--- src/rtl/chancmd_pkg.sv ---
package chancmd_pkg;

    localparam int unsigned CMD_W = 8;

    // command byte bit positions
    localparam int unsigned B_RST  = 7;
    localparam int unsigned B_CLR  = 6;
    localparam int unsigned B_INIT = 5;
    localparam int unsigned B_TXE  = 4;
    localparam int unsigned B_TXD  = 3;
    localparam int unsigned B_RXE  = 2;
    localparam int unsigned B_RXD  = 1;
    localparam int unsigned B_M1   = 0;

    // status byte bit positions
    localparam int unsigned ST_RX = 7;
    localparam int unsigned ST_TX = 3;

    typedef struct packed {
        logic rst_all;
        logic clr;
        logic init;
        logic txe;
        logic txd;
        logic rxe;
        logic rxd;
    } cmd_t;

    typedef enum logic [1:0] {
        SQ_IDLE = 2'd0,
        SQ_WAIT = 2'd1,
        SQ_TAIL = 2'd2
    } seq_e;

endpackage

--- src/rtl/chancmd_decode.sv ---
module chancmd_decode
    import chancmd_pkg::*;
(
    input  logic [CMD_W-1:0] byte_i,
    input  logic             mode1_i,
    output cmd_t             cmd_o,
    output logic             illegal_o,
    output logic             conflict_o
);

    always_comb begin
        cmd_o         = '0;
        cmd_o.rst_all = byte_i[B_RST];
        if (!byte_i[B_RST]) begin
            cmd_o.clr  = byte_i[B_CLR];
            cmd_o.init = byte_i[B_INIT];
            cmd_o.txe  = byte_i[B_TXE];
            cmd_o.txd  = byte_i[B_TXD];
            cmd_o.rxe  = byte_i[B_RXE];
            cmd_o.rxd  = byte_i[B_RXD];
        end
        illegal_o  = mode1_i && byte_i[B_M1];
        conflict_o = (cmd_o.txe && cmd_o.txd) || (cmd_o.rxe && cmd_o.rxd);
    end

endmodule

--- src/rtl/chancmd_seq.sv ---
module chancmd_seq
    import chancmd_pkg::*;
#(
    parameter int unsigned DELAY = 6
) (
    input  logic clk_i,
    input  logic rst_ni,
    input  logic start_i,
    input  logic split_i,
    output logic busy_o,
    output logic exec_main_o,
    output logic exec_tail_o
);

    localparam int unsigned CW = (DELAY > 1) ? $clog2(DELAY) : 1;
    localparam logic [CW-1:0] CNT_LOAD = CW'(DELAY - 1);

    typedef struct packed {
        seq_e          st;
        logic [CW-1:0] cnt;
        logic          split;
    } seq_t;

    seq_t seq_d, seq_q;

    always_comb begin
        seq_d = seq_q;
        unique case (seq_q.st)
            SQ_IDLE: begin
                if (start_i) begin
                    seq_d.st    = SQ_WAIT;
                    seq_d.cnt   = CNT_LOAD;
                    seq_d.split = split_i;
                end
            end
            SQ_WAIT: begin
                if (seq_q.cnt == '0) begin
                    seq_d.st = seq_q.split ? SQ_TAIL : SQ_IDLE;
                end else begin
                    seq_d.cnt = seq_q.cnt - 1'b1;
                end
            end
            SQ_TAIL: seq_d.st = SQ_IDLE;
            default: seq_d.st = SQ_IDLE;
        endcase
    end

    always_ff @(posedge clk_i or negedge rst_ni) begin
        if (!rst_ni) seq_q <= '{st: SQ_IDLE, cnt: '0, split: 1'b0};
        else         seq_q <= seq_d;
    end

    assign busy_o      = (seq_q.st != SQ_IDLE);
    assign exec_main_o = (seq_q.st == SQ_WAIT) && (seq_q.cnt == '0);
    assign exec_tail_o = (seq_q.st == SQ_TAIL);

    // the deferred initialise phase only ever follows the wait phase
    a_r7_tail_after_wait: assert property (@(posedge clk_i) disable iff (!rst_ni)
        (seq_q.st == SQ_TAIL) |-> ($past(seq_q.st) == SQ_WAIT));

    // a start taken while idle makes the sequencer busy
    a_r2_start_busy: assert property (@(posedge clk_i) disable iff (!rst_ni)
        (start_i && !busy_o) |=> busy_o);

endmodule

--- src/rtl/chancmd_proc.sv ---
module chancmd_proc
    import chancmd_pkg::*;
#(
    parameter int unsigned DELAY    = 6,
    parameter logic [7:0]  REV_CODE = 8'hC3
) (
    input  logic             clk_i,
    input  logic             rst_ni,
    input  logic             cmd_wr_i,
    input  logic [CMD_W-1:0] cmd_byte_i,
    input  logic             async_mode_i,
    input  logic             mode1_i,
    output logic [CMD_W-1:0] cmd_rdback_o,
    output logic             busy_o,
    output logic             done_o,
    output logic [CMD_W-1:0] chan_status_o,
    output logic             rx_fifo_clr_o,
    output logic             tx_fifo_clr_o,
    output logic             dma_sts_clr_o,
    output logic             tx_flow_clr_o,
    output logic             rx_flow_clr_o,
    output logic             proto_init_o,
    output logic             global_reset_o,
    output logic [7:0]       rev_code_o,
    output logic             conflict_err_o,
    output logic             illegal_err_o
);

    typedef struct packed {
        logic [CMD_W-1:0] cmd;
        cmd_t             held;
        logic             tx_en;
        logic             rx_en;
        logic             grst;
        logic             rxf;
        logic             txf;
        logic             dma;
        logic             txfl;
        logic             rxfl;
        logic             init;
        logic             done;
        logic [7:0]       rev;
        logic             conf;
        logic             ill;
    } ctl_t;

    ctl_t ctl_d, ctl_q;

    cmd_t dec_cmd;
    logic dec_ill;
    logic dec_conf;
    logic seq_busy;
    logic exec_main;
    logic exec_tail;
    logic accept;
    logic ill_wr;

    chancmd_decode u_dec (
        .byte_i     (cmd_byte_i),
        .mode1_i    (mode1_i),
        .cmd_o      (dec_cmd),
        .illegal_o  (dec_ill),
        .conflict_o (dec_conf)
    );

    assign accept = cmd_wr_i && !seq_busy && !dec_ill;
    assign ill_wr = cmd_wr_i && !seq_busy && dec_ill;

    chancmd_seq #(.DELAY(DELAY)) u_seq (
        .clk_i       (clk_i),
        .rst_ni      (rst_ni),
        .start_i     (accept),
        .split_i     (dec_cmd.clr && dec_cmd.init),
        .busy_o      (seq_busy),
        .exec_main_o (exec_main),
        .exec_tail_o (exec_tail)
    );

    always_comb begin
        ctl_d      = ctl_q;
        ctl_d.grst = 1'b0;
        ctl_d.rxf  = 1'b0;
        ctl_d.txf  = 1'b0;
        ctl_d.dma  = 1'b0;
        ctl_d.txfl = 1'b0;
        ctl_d.rxfl = 1'b0;
        ctl_d.init = 1'b0;
        ctl_d.done = 1'b0;

        if (accept) begin
            ctl_d.cmd  = cmd_byte_i;
            ctl_d.held = dec_cmd;
            if (dec_conf) ctl_d.conf = 1'b1;
        end
        if (ill_wr) ctl_d.ill = 1'b1;

        if (exec_main) begin
            if (ctl_q.held.rst_all) begin
                ctl_d.grst  = 1'b1;
                ctl_d.tx_en = 1'b0;
                ctl_d.rx_en = 1'b0;
                ctl_d.conf  = 1'b0;
                ctl_d.ill   = 1'b0;
                ctl_d.rev   = REV_CODE;
            end else begin
                // clear is ordered ahead of the per-direction bits
                if (ctl_q.held.clr) begin
                    ctl_d.rxf   = 1'b1;
                    ctl_d.txf   = 1'b1;
                    ctl_d.dma   = 1'b1;
                    ctl_d.tx_en = 1'b0;
                    ctl_d.rx_en = 1'b0;
                end
                if (ctl_q.held.txd)      ctl_d.tx_en = 1'b0;
                else if (ctl_q.held.txe) ctl_d.tx_en = 1'b1;
                if (ctl_q.held.rxd)      ctl_d.rx_en = 1'b0;
                else if (ctl_q.held.rxe) ctl_d.rx_en = 1'b1;
                ctl_d.txfl = async_mode_i && (ctl_q.held.txe || ctl_q.held.txd);
                ctl_d.rxfl = async_mode_i && (ctl_q.held.rxe || ctl_q.held.rxd);
                if (ctl_q.held.init && !ctl_q.held.clr) ctl_d.init = 1'b1;
            end
            if (!(ctl_q.held.clr && ctl_q.held.init && !ctl_q.held.rst_all)) begin
                ctl_d.cmd  = '0;
                ctl_d.done = 1'b1;
            end
        end

        if (exec_tail) begin
            ctl_d.init = 1'b1;
            ctl_d.cmd  = '0;
            ctl_d.done = 1'b1;
        end
    end

    always_ff @(posedge clk_i or negedge rst_ni) begin
        if (!rst_ni) ctl_q <= '0;
        else         ctl_q <= ctl_d;
    end

    always_comb begin
        chan_status_o        = '0;
        chan_status_o[ST_RX] = ctl_q.rx_en;
        chan_status_o[ST_TX] = ctl_q.tx_en;
    end

    assign cmd_rdback_o   = ctl_q.cmd;
    assign busy_o         = seq_busy;
    assign done_o         = ctl_q.done;
    assign rx_fifo_clr_o  = ctl_q.rxf;
    assign tx_fifo_clr_o  = ctl_q.txf;
    assign dma_sts_clr_o  = ctl_q.dma;
    assign tx_flow_clr_o  = ctl_q.txfl;
    assign rx_flow_clr_o  = ctl_q.rxfl;
    assign proto_init_o   = ctl_q.init;
    assign global_reset_o = ctl_q.grst;
    assign rev_code_o     = ctl_q.rev;
    assign conflict_err_o = ctl_q.conf;
    assign illegal_err_o  = ctl_q.ill;

    // readback is zero whenever nothing is pending
    a_r2_rdback_idle: assert property (@(posedge clk_i) disable iff (!rst_ni)
        !busy_o |-> (cmd_rdback_o == '0));

    // completion coincides with busy dropping
    a_r2_done_not_busy: assert property (@(posedge clk_i) disable iff (!rst_ni)
        done_o |-> !busy_o);

    // while busy and not finishing, the readback does not move
    a_r3_rdback_held: assert property (@(posedge clk_i) disable iff (!rst_ni)
        (busy_o && !exec_main && !exec_tail) |=> $stable(cmd_rdback_o));

    // global reset loads the revision and leaves both directions off
    a_r4_rev_loaded: assert property (@(posedge clk_i) disable iff (!rst_ni)
        global_reset_o |-> (rev_code_o == REV_CODE && chan_status_o == '0));

    // global reset masks every other strobe
    a_r4_masks_others: assert property (@(posedge clk_i) disable iff (!rst_ni)
        global_reset_o |-> !(rx_fifo_clr_o || tx_fifo_clr_o || dma_sts_clr_o ||
                             tx_flow_clr_o || rx_flow_clr_o || proto_init_o));

    // the three clear strobes always move together
    a_r5_clear_group: assert property (@(posedge clk_i) disable iff (!rst_ni)
        (rx_fifo_clr_o || tx_fifo_clr_o || dma_sts_clr_o) |->
        (rx_fifo_clr_o && tx_fifo_clr_o && dma_sts_clr_o));

    // flow-control strobes only in asynchronous mode
    a_r10_flow_async: assert property (@(posedge clk_i) disable iff (!rst_ni)
        (tx_flow_clr_o || rx_flow_clr_o) |-> $past(async_mode_i));

    // a transmit disable always wins
    a_r11_disable_wins: assert property (@(posedge clk_i) disable iff (!rst_ni)
        (exec_main && !ctl_q.held.rst_all && ctl_q.held.txd) |=> !chan_status_o[ST_TX]);

    // a refused write never starts processing and sets the flag
    a_r12_refused: assert property (@(posedge clk_i) disable iff (!rst_ni)
        (cmd_wr_i && !busy_o && mode1_i && cmd_byte_i[B_M1]) |=> (!busy_o && illegal_err_o));

endmodule

--- config.mk ---
export PLATFORM = sky130hd
export DESIGN_NAME = chancmd_proc
export DESIGN_NICKNAME = d
export VERILOG_FILES = /design/src/rtl/chancmd_pkg.sv /design/src/rtl/chancmd_decode.sv /design/src/rtl/chancmd_seq.sv /design/src/rtl/chancmd_proc.sv
export SDC_FILE = /design/constraint.sdc
export NUM_CORES = 1
export LEC_CHECK = 0
export BUFFER_PORTS_ARGS = -buffer_cell sky130_fd_sc_hd__buf_4
export CAP_MARGIN = 10
export CORE_MARGIN = 3
export CORE_UTILIZATION = 50
export CTS_CLUSTER_SIZE = 20
export DETAILED_ROUTE_END_ITERATION = 16
export GPL_TIMING_DRIVEN = 1
export PLACE_DENSITY = 0.78
export SYNTH_ARGS = -nofsm -noshare
export SYNTH_HDL_FRONTEND = slang
export SYNTH_SLANG_ARGS = --single-unit
--- constraint.sdc ---
create_clock -name clk_i -period 1.5 [get_ports clk_i]
set_input_delay 0.3 -clock clk_i [delete_from_list [all_inputs] [get_ports clk_i]]
set_output_delay 0.3 -clock clk_i [all_outputs]
set_load 0.02 [all_outputs]
# After elaboration in Yosys (flattened, before gate mapping)
# Cells that the tools add are included.
# word_totals
reg_bits	34
in_bits	13
output_inout_bits	35
wordCells	90
# op_classes
addsub	1
eq_ne	5
n_mux	28
n_reduce_logical	32
# op_table
op	n
8-bit two-way mux	3
18-bit two-way mux	1
6-bit two-way mux	3
15-bit two-way mux	1
1-bit logical AND	13
1-bit two-way mux	10
10-bit two-way mux	1
2-bit two-way mux	5
2-bit AND reduction	5
4-bit nonzero test	2
3-bit two-way mux	2
2-bit inequality test (second input constant)	3
3-bit case mux with 2 select lines	1
1-bit zero test	4
2-bit case mux with 2 select lines	1
2-bit nonzero test	2
3-bit zero test	1
1-bit logical OR	3
3-bit AND reduction	1
3-bit by 1-bit subtractor with 3-bit output (second input constant)	1
2-bit by 1-bit equality test with 1-bit output (second input constant)	1
2-bit equality test (second input constant)	1
2-bit zero test	1

# Depth between registers and ports, before layout
# depth
word_depth	8
depth_mapped	7
depth_no_buf	6

# Modules after synthesis
# A second synthesis with hierarchy kept.
# unflattened
cells_unflattened	167
area_unflattened_um2	1619.1
# modules_own_cells
module	instances	cells_each	area_per_inst_um2	seq_area_each_um2
chancmd_proc	1	128	1229.9	650.6
chancmd_seq	1	29	326.6	150.1
chancmd_decode	1	10	62.6	0.0

# Worst setup path before layout
# No wires, ideal clock.
# synth_path
path_type	reg-to-reg
startpoint	register u_seq.seq_q[5] in the netlist's numbering
endpoint	register u_seq.seq_q[0] in the netlist's numbering
setup_time_ns	0.123
arrival_ns	1.267
t_required_ns	1.377
path_slack_ns	0.110
path_stages_with_launch	6
n_path_buf	1
synth_period_minus_slack_ns	1.390
cell_sequence	dfrtp_1 > or3b_4 > nand2b_4 > buf_2 > nand2_1 > o31ai_2
# synth_between
elab_chain_cells	5
# synth_rtl
element	line_no	source
start, declared	chancmd_seq.sv:24	seq_t seq_d, seq_q;
start signal, assigned	chancmd_seq.sv:49	if (!rst_ni) seq_q <= '{st: SQ_IDLE, cnt: '0, split: 1'b0};
start signal, assigned	chancmd_seq.sv:50	else seq_q <= seq_d;
2-bit nonzero test	chancmd_seq.sv:53	assign busy_o = (seq_q.st != SQ_IDLE);
1-bit zero test	chancmd_proc.sv:66	assign accept = cmd_wr_i && !seq_busy && !dec_ill;
1-bit logical AND (2 in series)	chancmd_proc.sv:66	
2-bit AND reduction (no line) *	n/a	
# Every way passes the cells marked *; elsewhere a longest branch is shown, timed or not.
# A chain may end at the register's enable or synchronous reset.

# Worst setup path in the final report
# layout_path
startpoint	register u_seq.seq_q[4] in the netlist's numbering
endpoint	output port busy_o
# layout_between
elab_chain_cells	1
# layout_rtl
element	line_no	source
2-bit nonzero test	chancmd_seq.sv:53	
end, declared	chancmd_proc.sv:14	output logic busy_o,
# Every way passes these cells.

==> flow_summary_export.csv <==
group,metric,value,unit
run_status,status,"finished with violations",
run_status,violations,"setup timing",
clock_tree,htree_levels,2,
power,power_density,1970,nW/um^2
clock_tree,clkSlewWorstSetupHoldPaths,100,ps
clock_tree,clock-sinks,32,
worst_setup_path,reg2reg_from,"u_seq.seq_q[5]$_DFFE_PN0P_",
worst_setup_path,path_class,"register to output pin",
timing,clock_skew,5.86,ps
logic_synthesis,synthTopCellsByCount,"nand2_1 (33), dfrtp_1 (32), buf_4 (26)",
global_routing,grt_max_degree,33,
logic_synthesis,syn-cell-area,1580,sq um
timing,whs,206,ps
timing,period_needed,1520,ps
logic_synthesis,synth_area_leaders,"dfrtp_1 (51%), buf_4 (12%), nand2_1 (7.8%)",
routing,drt_iter0_markers,56,
power,peakVddDrop,1.03,mV
routing,final_antenna_net_count,0,
timing,layout_setup_ws,-15.4,ps
logic_synthesis,synth.most_common_cell,"nand2_1",
power,p_leak,0.962,nW
clock_tree,cts_root_buffer,"clkbuf_4",
clock_tree,numCtsBuffers,5,
routing,firstDrtPassIters,4,
layout,area_growth,20.9,%
timing,setup_viol,1,
clock_tree,clk_path_buf_depth,2,
logic_synthesis,syn_inst,161,
placement,dpl_worst_slack,-6.09,ps
global_routing,grt-ovfl-total,0,
placement,portBuffers,37,
timing,fin_crit_sh,101,%
routing,drc,0,
worst_setup_path,reg2reg_to,"cmd_rdback_o[7]$_DFF_PN0_",
hold_path,whs_endpoint,"ctl_q[25]$_DFFE_PN0P_",
routing,via_per_inst,4.93,
floorplan,core_area,2880,sq um
worst_setup_path,start_kind,"register",
routing,routedWlPerCell,13.3,um
routing,totalWireLength,3.11,mm
logic_synthesis,yosysWarnings,0,
timing,drv_slew,0,
worst_setup_path,path_cells,"buf_6 > or2_4 > buf_6",
floorplan,ios,48,
floorplan,dieWidth,62.2,um
clock_tree,clk_latency,340,ps
layout,diodes,0,
global_routing,grt_use_total,17.0,%
layout,nets,206,
floorplan,fp.dieArea,3870,sq um
worst_setup_path,crit_path_max_fanout,2,
logic_synthesis,avgSynthCellArea,9.82,sq um
timing,finalHoldViolations,0,
hold_path,holdPathStages,2,
hold_path,min-delay-start,"cmd_byte_i[7]",
logic_synthesis,synth_cell_types,34,
logic_synthesis,ys_seq_area_share,50.6,%
worst_setup_path,crit_path_end_kind,"output pin",
layout,drive_gt1_share,33.3,%
worst_setup_path,r2r_slack,50,ps
job,maxCapViolCount,0,
logic_synthesis,async_flop_share,100,%
floorplan,die_height,62.2,um
clock_tree,cts_tree,"yes",
logic_synthesis,yosys_register_bits,32,
routing,vias,1154,
floorplan,fp-row-count,19,
worst_setup_path,ff2ff_path_depth,5,
hold_path,min_path_type,"input port to register",
worst_setup_path,slowest_delay,410,ps
timing,max_freq,0.660,GHz
placement,dp_hpwl,2.16,mm
global_routing,first_global_vias,1175,
logic_synthesis,synth_area_leader_cell,"dfrtp_1",
floorplan,start_util,55.0,%
logic_synthesis,synth_edf_count,0,
logic_synthesis,synth.top_cell.area_share,50.6,%
worst_setup_path,slowest_stage,"dfrtp_1",
global_routing,grt_pass1_wl,5.15,mm
placement,gp_congestion,0.743,
worst_setup_path,cp.required,1200,ps
worst_setup_path,cp_common_cell,"buf_6",
logic_synthesis,synth-main-ff-cell,"dfrtp_1",
worst_setup_path,crit_arrival,1220,ps
timing,rsz0062_at_grt,"true",
global_routing,antenna_found_initial,0,
-- flip-flops by register name, summed over array words and instances, names as in the netlist --
register and count:
illegal_err_o 1, dma_sts_clr_o 1, conflict_err_o 1, ctl_q 7
rev_code_o 1, global_reset_o 1, cmd_rdback_o 8, u_seq.seq_q 6
rx_flow_clr_o 1, done_o 1, tx_flow_clr_o 1, chan_status_o 2
proto_init_o 1
-- routing by layer --
layer,global-route usage [%],routed length [um],up-vias
li1,-,-,552
met1,19.1,1270,547
met2,28.6,1550,44
met3,4.68,189,11
met4,10.8,105,0
met5,0,0,-
-- per-stage QoR --
stage          instances  cell area (sq um)  setup TNS, ps  utilization [%]  total power (W)
2_1_floorplan        170               1620              0                -          0.00265
3_5_place_dp         222               1750          -11.6             60.7          0.00301
4_1_cts              234               1870          -26.2             65.2          0.00373
3_3_place_gp         222               1750              0             60.7          0.00294
5_1_grt              234               1910           -345             66.5          0.00404
6_report             234               1910          -15.4             66.5          0.00376
-- final cells by class --
type                       instances  area [sq um]
sequential                        32           801
fill                             223           965
tap                               42          52.6
clock buffer                       6          41.3
multi-input combinational        103           612
clock inverter                     2          35.0
timing repair buffer              44           352
inverter                           5          18.8
-- cells by family (layout without fill, tap and decap cells) --
logic type      count (synthesis)  in the layout  synth area share [%]
fa+ha+maj                       2              2                  1.58
compound gates                 25             25                  10.8
flops                          32             32                  50.6
xor+xnor                        1              1                 0.554
buf+inv                        36             57                  15.7
simple gates                   64             65                  20.4
other cells                     1             10                 0.237
-- worst max-delay path: cells and delay by family, from the launching register on --
kind	cells	cell delay (ps)
buffers and inverters	2	250
AND/OR/NAND/NOR	1	220
flip-flops	1	410
-- what timing repair did --
action                                  CTS  global route
pin swaps                                 0             1
hold endpoints to repair                 32             0
endpoints found under the setup margin   10            15
resized for setup                         6             9
hold buffers                              1             0
setup buffers                             2             0
cloned                                    1             0
-- where the power goes --
part	total (W)	internal (W)	switching, W
sequential	0.00145	0.00119	0.000258
clock	0.000641	0.000349	0.000292
combinational	0.00167	0.000771	0.000900
total	0.00376	0.00231	0.00145
-- worst max-delay path by stage --
stage | cells past startpoint | slack (ps) | endpoint | from
after floorplan | 5 | 110 | u_seq.seq_q[0]$_DFFE_PN0P_ | u_seq.seq_q[5]$_DFFE_PN0P_
after global placement | 4 | 70 | conflict_err_o$_DFF_PN0_ | u_seq.seq_q[5]$_DFFE_PN0P_
after detailed placement | 7 | -6 | cmd_rdback_o[7]$_DFF_PN0_ | u_seq.seq_q[1]$_DFFE_PN0P_
after CTS | 3 | -30 | busy_o | u_seq.seq_q[5]$_DFFE_PN0P_
after global routing | 3 | -70 | busy_o | u_seq.seq_q[4]$_DFFE_PN0P_
final | 3 | -20 | busy_o | u_seq.seq_q[4]$_DFFE_PN0P_
-- cells in the final DEF (no fill, tap or decap), types with 2 or more instances in the layout --
cell type	n
o21ai_0	3
conb_1	10
a21oi_1	9
o21a_1	3
buf_4	38
inv_1	4
nor2_1	8
nand2b_1	4
buf_6	5
o31ai_2	2
nor3b_1	2
nand2_1	32
o31ai_1	2
dfrtp_1	32
nor2b_1	3
nand3b_1	5
clkbuf_4	5
Note: power is estimated with default switching activity, not from simulation.
